===== config.mk =====
export PLATFORM = sky130hd
export DESIGN_NAME = seg_lin_addr_gen
export DESIGN_NICKNAME = d
export VERILOG_FILES = /design/src/rtl/seg_agen_pkg.sv /design/src/rtl/seg_shadow_file.sv /design/src/rtl/seg_addr_calc.sv /design/src/rtl/seg_lin_addr_gen.sv
export SDC_FILE = /design/constraint.sdc
export NUM_CORES = 2
export LEC_CHECK = 0
export BUFFER_PORTS_ARGS = -buffer_cell sky130_fd_sc_hd__clkbuf_2
export CAP_MARGIN = 20
export CORE_MARGIN = 2
export CORE_UTILIZATION = 52
export CTS_CLUSTER_SIZE = 14
export DETAILED_ROUTE_END_ITERATION = 8
export PLACE_DENSITY = 0.84
export SKIP_CTS_REPAIR_TIMING = 1
export SLEW_MARGIN = 20
export SYNTH_ARGS = -nofsm -noshare
export SYNTH_HDL_FRONTEND = slang
export SYNTH_HIERARCHICAL = 1
export SYNTH_SLANG_ARGS = --single-unit

===== constraint.sdc =====
create_clock -name clk -period 3.8 [get_ports clk]
set_input_delay 0.19 -clock clk [delete_from_list [all_inputs] [get_ports clk]]
set_output_delay 0.19 -clock clk [all_outputs]
set_load 0.005 [all_outputs]

===== src/rtl/seg_agen_pkg.sv =====
package seg_agen_pkg;

    localparam int SEG_SEL_W = 3;
    localparam int SEG_COUNT = 6;

    typedef enum logic [SEG_SEL_W-1:0] {
        SEG_CS = 3'd0,
        SEG_SS = 3'd1,
        SEG_DS = 3'd2,
        SEG_ES = 3'd3,
        SEG_FS = 3'd4,
        SEG_GS = 3'd5
    } seg_code_e;

    typedef enum logic {
        MODE_LEGACY = 1'b0,
        MODE_LONG   = 1'b1
    } agen_mode_e;

    // Override wins over the default; it can only name the two extra segments.
    function automatic logic [SEG_SEL_W-1:0] seg_pick(
        input logic                 ovr_en,
        input logic                 ovr_gs,
        input logic [SEG_SEL_W-1:0] dflt
    );
        if (ovr_en) begin
            return ovr_gs ? SEG_GS : SEG_FS;
        end
        return dflt;
    endfunction

endpackage


===== src/rtl/seg_shadow_file.sv =====
module seg_shadow_file
    import seg_agen_pkg::*;
#(
    parameter int NUM_SEG = SEG_COUNT,
    parameter int BASE_W  = 64,
    parameter int DESC_W  = 32,
    parameter int CPL_W   = 2
) (
    input  logic                             clk,
    input  logic                             rst_n,
    input  logic                             desc_wr_en,
    input  logic [SEG_SEL_W-1:0]             desc_wr_idx,
    input  logic [DESC_W-1:0]                desc_wr_base,
    input  logic [DESC_W-1:0]                desc_wr_limit,
    input  logic                             desc_wr_present,
    input  logic                             xbase_wr_en,
    input  logic                             xbase_wr_gs,
    input  logic [BASE_W-1:0]                xbase_wr_base,
    input  logic [CPL_W-1:0]                 cur_cpl,
    output logic [NUM_SEG-1:0][BASE_W-1:0]   base_o,
    output logic [NUM_SEG-1:0][DESC_W-1:0]   limit_o,
    output logic [NUM_SEG-1:0]               present_o,
    output logic                             priv_viol_o
);

    localparam int ZEXT_W = BASE_W - DESC_W;

    typedef struct packed {
        logic [NUM_SEG-1:0][BASE_W-1:0] base;
        logic [NUM_SEG-1:0][DESC_W-1:0] limit;
        logic [NUM_SEG-1:0]             present;
        logic                           viol;
    } shadow_t;

    shadow_t sh_d, sh_q;

    always_comb begin
        sh_d      = sh_q;
        sh_d.viol = 1'b0;

        if (desc_wr_en && (int'(desc_wr_idx) < NUM_SEG)) begin
            sh_d.base[desc_wr_idx]    = {{ZEXT_W{1'b0}}, desc_wr_base};
            sh_d.limit[desc_wr_idx]   = desc_wr_limit;
            sh_d.present[desc_wr_idx] = desc_wr_present;
        end

        // The privileged port is applied last, so it wins over a descriptor
        // load of the same entry in the same cycle.
        if (xbase_wr_en) begin
            if (cur_cpl == '0) begin
                if (xbase_wr_gs) begin
                    sh_d.base[SEG_GS] = xbase_wr_base;
                end else begin
                    sh_d.base[SEG_FS] = xbase_wr_base;
                end
            end else begin
                sh_d.viol = 1'b1;
            end
        end
    end

    always_ff @(posedge clk) begin
        if (!rst_n) begin
            sh_q <= '0;
        end else begin
            sh_q <= sh_d;
        end
    end

    assign base_o      = sh_q.base;
    assign limit_o     = sh_q.limit;
    assign present_o   = sh_q.present;
    assign priv_viol_o = sh_q.viol;

endmodule


===== src/rtl/seg_addr_calc.sv =====
module seg_addr_calc
    import seg_agen_pkg::*;
#(
    parameter int NUM_SEG = SEG_COUNT,
    parameter int LIN_W   = 64,
    parameter int LEG_W   = 32
) (
    input  logic                            long_mode,
    input  logic [SEG_SEL_W-1:0]            sel,
    input  logic [LIN_W-1:0]                offset,
    input  logic [NUM_SEG-1:0][LIN_W-1:0]   base,
    input  logic [NUM_SEG-1:0][LEG_W-1:0]   limit,
    input  logic [NUM_SEG-1:0]              present,
    output logic [LIN_W-1:0]                lin_addr,
    output logic                            fault
);

    localparam int HI_W = LIN_W - LEG_W;

    logic [NUM_SEG-1:0][LIN_W-1:0] leg_sum;
    logic [NUM_SEG-1:0][LIN_W-1:0] long_sum;
    logic [NUM_SEG-1:0]            leg_flt;
    logic [NUM_SEG-1:0]            long_flt;

    // One address path per segment; the long-mode rule differs per code.
    for (genvar g = 0; g < NUM_SEG; g++) begin : g_seg
        assign leg_sum[g] = {{HI_W{1'b0}}, base[g][LEG_W-1:0] + offset[LEG_W-1:0]};
        assign leg_flt[g] = !present[g] || (offset[LEG_W-1:0] > limit[g]);

        if (g == int'(SEG_FS) || g == int'(SEG_GS)) begin : g_wide
            assign long_sum[g] = base[g] + offset;
            assign long_flt[g] = 1'b0;
        end else if (g == int'(SEG_CS)) begin : g_flat
            logic unused_hi;
            assign unused_hi   = ^base[g][LIN_W-1:LEG_W];
            assign long_sum[g] = offset;
            assign long_flt[g] = 1'b0;
        end else begin : g_pres
            logic unused_hi;
            assign unused_hi   = ^base[g][LIN_W-1:LEG_W];
            assign long_sum[g] = offset;
            assign long_flt[g] = !present[g];
        end
    end

    always_comb begin
        lin_addr = '0;
        fault    = 1'b1;
        if (int'(sel) < NUM_SEG) begin
            if (long_mode) begin
                lin_addr = long_sum[sel];
                fault    = long_flt[sel];
            end else begin
                lin_addr = leg_sum[sel];
                fault    = leg_flt[sel];
            end
        end
    end

endmodule


===== src/rtl/seg_lin_addr_gen.sv =====
module seg_lin_addr_gen
    import seg_agen_pkg::*;
#(
    parameter int LIN_W      = 64,
    parameter int LEG_W      = 32,
    parameter int PAGE_OFF_W = 12,
    parameter int CPL_W      = 2
) (
    input  logic                      clk,
    input  logic                      rst_n,
    input  logic                      mode_wr_en,
    input  logic                      mode_wr_long,
    input  logic                      desc_wr_en,
    input  logic [SEG_SEL_W-1:0]      desc_wr_idx,
    input  logic [LEG_W-1:0]          desc_wr_base,
    input  logic [LEG_W-1:0]          desc_wr_limit,
    input  logic                      desc_wr_present,
    input  logic                      xbase_wr_en,
    input  logic                      xbase_wr_gs,
    input  logic [LIN_W-1:0]          xbase_wr_base,
    input  logic [CPL_W-1:0]          cur_cpl,
    input  logic                      req_valid,
    input  logic [SEG_SEL_W-1:0]      req_dflt_seg,
    input  logic                      req_ovr_en,
    input  logic                      req_ovr_gs,
    input  logic [LIN_W-1:0]          req_offset,
    output logic                      lin_valid,
    output logic                      lin_fault,
    output logic [LIN_W-1:0]          lin_addr,
    output logic [LIN_W-PAGE_OFF_W-1:0] page_idx,
    output logic [PAGE_OFF_W-1:0]     page_off,
    output logic                      priv_viol
);

    localparam int NUM_SEG = SEG_COUNT;

    typedef struct packed {
        agen_mode_e       mode;
        logic             valid;
        logic             fault;
        logic [LIN_W-1:0] addr;
    } agen_state_t;

    agen_state_t st_d, st_q;

    logic [NUM_SEG-1:0][LIN_W-1:0] seg_base;
    logic [NUM_SEG-1:0][LEG_W-1:0] seg_limit;
    logic [NUM_SEG-1:0]            seg_present;
    logic [SEG_SEL_W-1:0]          sel_seg;
    logic [LIN_W-1:0]              calc_addr;
    logic                          calc_fault;
    logic                          long_mode_w;

    seg_shadow_file #(
        .NUM_SEG (NUM_SEG),
        .BASE_W  (LIN_W),
        .DESC_W  (LEG_W),
        .CPL_W   (CPL_W)
    ) u_shadow (
        .clk             (clk),
        .rst_n           (rst_n),
        .desc_wr_en      (desc_wr_en),
        .desc_wr_idx     (desc_wr_idx),
        .desc_wr_base    (desc_wr_base),
        .desc_wr_limit   (desc_wr_limit),
        .desc_wr_present (desc_wr_present),
        .xbase_wr_en     (xbase_wr_en),
        .xbase_wr_gs     (xbase_wr_gs),
        .xbase_wr_base   (xbase_wr_base),
        .cur_cpl         (cur_cpl),
        .base_o          (seg_base),
        .limit_o         (seg_limit),
        .present_o       (seg_present),
        .priv_viol_o     (priv_viol)
    );

    assign long_mode_w = (st_q.mode == MODE_LONG);
    assign sel_seg     = seg_pick(req_ovr_en, req_ovr_gs, req_dflt_seg);

    seg_addr_calc #(
        .NUM_SEG (NUM_SEG),
        .LIN_W   (LIN_W),
        .LEG_W   (LEG_W)
    ) u_calc (
        .long_mode (long_mode_w),
        .sel       (sel_seg),
        .offset    (req_offset),
        .base      (seg_base),
        .limit     (seg_limit),
        .present   (seg_present),
        .lin_addr  (calc_addr),
        .fault     (calc_fault)
    );

    always_comb begin
        st_d = st_q;
        if (mode_wr_en) begin
            st_d.mode = mode_wr_long ? MODE_LONG : MODE_LEGACY;
        end
        st_d.valid = req_valid && !calc_fault;
        st_d.fault = req_valid && calc_fault;
        if (req_valid) begin
            st_d.addr = calc_addr;
        end
    end

    always_ff @(posedge clk) begin
        if (!rst_n) begin
            st_q <= '0;
        end else begin
            st_q <= st_d;
        end
    end

    assign lin_valid = st_q.valid;
    assign lin_fault = st_q.fault;
    assign lin_addr  = st_q.addr;
    assign page_idx  = st_q.addr[LIN_W-1:PAGE_OFF_W];
    assign page_off  = st_q.addr[PAGE_OFF_W-1:0];

endmodule


==> summary.md <==
| Metric | Value |
|---|---|
| R2R depth | `16` |
| Initial core utilization | `0.5247` |
| CTS tree | `built` |
| Final setup viols | `0` |
| Avg Cell Area, Syn | `between 7 and 8 um2` |
| Overflow after GRT | `0` |
| Post-layout util | `0.6300` |
| Worst hold endpoint | `lin_addr[33]$_SDFFE_PN0P_` |
| Critical path startpoint category | `flip-flop` |
| I/O pins | `342` |
| First DRT Iteration DRCs | `4459` |
| FF-to-FF Start | `u_shadow/base_o[344]$_SDFF_PN0_` |
| Final Max Tran Viols | `0` |
| Status | `finished with violations` |
| Peak supply drop | `0.0003656 V` |
| Hold_sp | `req_offset[33]` |
| Drt pass-1 iters | `8` |
| CP bufs+invs | `2` |
| Post-synthesis net count | `5988` |
| Max-cap viol count | `0` |
| Post-Synthesis Cells | `about 5300` |
| Gpl congestion | `1.038` |
| Static leakage | `approximately 0.021 uW` |
| Worst path max stage delay | `~0.45 ns` |
| Placed insts | `6726` |
| Data required, critical path | `4.32 ns` |
| Fin. Hold Viols | `1` |
| Max Clock Skew | `between 0.04 and 0.05 ns` |
| Peak Freq | `0.2632 GHz` |
| CP Capture Type | `flip-flop` |
| Initial antenna violation count | `9` |
| Nets | `~6600` |
| Layout area overhead | `20.08%` |
| CTS sink cnt | `~520` |
| RSZ-0062 raised after global routing | `yes` |
| Internal cell power | `10690 uW` |
| NetSw | `roughly 4800 uW` |
| CTS Buf Count | `59` |
| DRT Wirelength | `153.2 mm` |
| Pin count of the biggest net entering global routing | `152` |
| Antenna viol nets, final | `0` |
| Register area | `10450 um2` |
| Routed via count | `42995` |
| Clock latency on the worst-skew pair | `0.67 ns` |
| DRC violations left | `0` |
| CP arrival | `4.32 ns` |
| Synth Cell Area | `~41000 um2` |
| Worst-path clk slew | `0.06 ns` |
| CP max FO | `4` |
| Placeable Area | `between 70000 and 80000 um2` |
| All-Layer GR Usage | `0.3551` |
| CTS Buffer Depth | `3` |
| Critical path's slowest cell | `a2111o_1` |
| Die Area | `80420 um2` |
| Port Buffers | `341` |
| Power per Cell Area | `316.8 nW/um2` |
| Rows | `about 100` |
| Non-filler cells, final | `~7000` |
| Clock root buffer | `clkbuf_16` |
| Power consumption | `about 15000 uW` |
| Hold Path Class | `input pin to flip-flop` |
| Worst-Margin Slew | `1.056 ns` |
| Crit path kind | `flip-flop to flip-flop` |
| Clock power share | `0.395` |
| Die width | `283.6 um` |
| Relative slew slack | `0.2947` |
| Syn. warnings | `6` |
| Final hold slack | `-0.004929 ns` |
| Cell family with most CP delay | `compound AO/OA/AOI/OAI gates` |
| Failing checks | `negative hold slack` |
| RR Endpoint | `lin_addr[60]$_SDFFE_PN0P_` |
| Area of the multi-input gates | `27970 um2` |
| Sw frac | `0.3085` |
| Crit path time final | `3.800 ns` |
| Vias/cell | `6.150` |
| Wire length of the first global-routing pass | `227.0 mm` |
| Final period utilization | `0.9999` |
| Worst reg-to-reg setup slack | `between 0.0002 and 0.00025 ns` |
| Routed wire length per instance | `21.92 um` |
| Hold path cells | `4` |
| Fraction of layout cells with a size suffix above 1 | `0.1590` |
| Setup TNS | `0 ns` |
| Fraction of power consumed by sequential logic | `0.372` |
| Number of global-route vias before repair | `40834` |
| Crit path cell chain | `ha_4, nand4_4, or3_4, or3_4, a2111oi_4, buf_4, o31ai_4, a2111o_1, o21ai_2, buf_6, a21oi_2, mux2_4, o211ai_2, a21oi_2, mux2i_1, nor2b_1` |
| Fill cells | `6728` |
| Die Height | `283.6 um` |
| Hpwl dp | `112.1 mm` |
| H-tree depth | `2` |
| Combinational fraction of design power | `0.233` |
[worst max-delay path by stage]
stage                                    startpoint                        end  slack, ns  cells past startpoint
floorplan                                 flip-flop  lin_addr[30]$_SDFFE_PN0P_        0.1                     16
global placement                      req_offset[0]  lin_addr[62]$_SDFFE_PN0P_      -0.35                     18
detailed placement                    req_offset[0]  lin_addr[30]$_SDFFE_PN0P_      -0.41                     20
CTS                                       flip-flop  lin_addr[30]$_SDFFE_PN0P_      -0.38                     19
finish              u_shadow/base_o[344]$_SDFF_PN0_  lin_addr[60]$_SDFFE_PN0P_     0.0002                     16
global route        u_shadow/base_o[344]$_SDFF_PN0_  lin_addr[54]$_SDFFE_PN0P_      -0.12                     16
[power groups by stage]
stage	combinational [uW]	sequential [uW]	clock [uW]
after global placement	3220	5860	0
after detailed placement	3280	5870	0
final	3600	5760	6110
after floorplan	1980	5830	0
after CTS	3300	5750	6160
after global routing	3850	5770	6400
[per-stage QoR]
step                setup WS, ns  cell area [um2]
floorplan                0.09907            40650
global placement         -0.3503            44830
detailed placement       -0.4118            44830
CTS                      -0.3783            46870
global route             -0.1178            48800
finish                 0.0002167            48810
[routing by layer]
metal / GRT usage / vias to the layer above / wire length [um]
met2: 0.6042 / 2295 / 71050
met4: 0.1722 / 4 / 8255
met3: 0.05547 / 564 / 13710
met1: 0.4371 / 20242 / 60200
met5: 0 / - / 27
li1: - / 19890 / -
[worst register-to-register path, cell delays in order (launching register included)]
cell and delay [ns]:
dfxtp_1 0.34, ha_4 0.30, nand4_4 0.15, or3_4 0.40, or3_4 0.42, a2111oi_4 0.32, buf_4 0.20, o31ai_4 0.08
a2111o_1 0.45, o21ai_2 0.16, buf_6 0.14, a21oi_2 0.07, mux2_4 0.30, o211ai_2 0.08, a21oi_2 0.07, mux2i_1 0.13
nor2b_1 0.06
[area by class of cell]
class                           instances  area share
Tap cell                             1040     0.02666
Timing Repair Buffer                  864      0.1240
Antenna cell                            8   0.0004102
Inverter                              258     0.01984
Multi-Input combinational cell       4193      0.5731
Sequential cell                       522      0.2142
Clock buffer                           76     0.03361
Clock inverter                         30    0.008178
[cell usage in the layout, fill, tap and decap left out, drive strengths merged, types with 36 or more instances in the layout]
| cell | n |
|---|---|
| nor2 | 187 |
| o21bai | 39 |
| dfxtp | 522 |
| nor2b | 119 |
| a211oi | 40 |
| o21a | 52 |
| a21oi | 451 |
| xor2 | 78 |
| dlygate4sd3 | 140 |
| a21o | 151 |
| nand4 | 89 |
| nand3 | 122 |
| o21ai | 298 |
| xnor2 | 134 |
| nand2 | 1007 |
| ha | 442 |
| buf | 385 |
| nor3 | 36 |
| nand2b | 61 |
| a21boi | 399 |
| mux2i | 81 |
| inv | 259 |
| clkbuf | 415 |
Note: power is estimated with default switching activity, not from simulation.
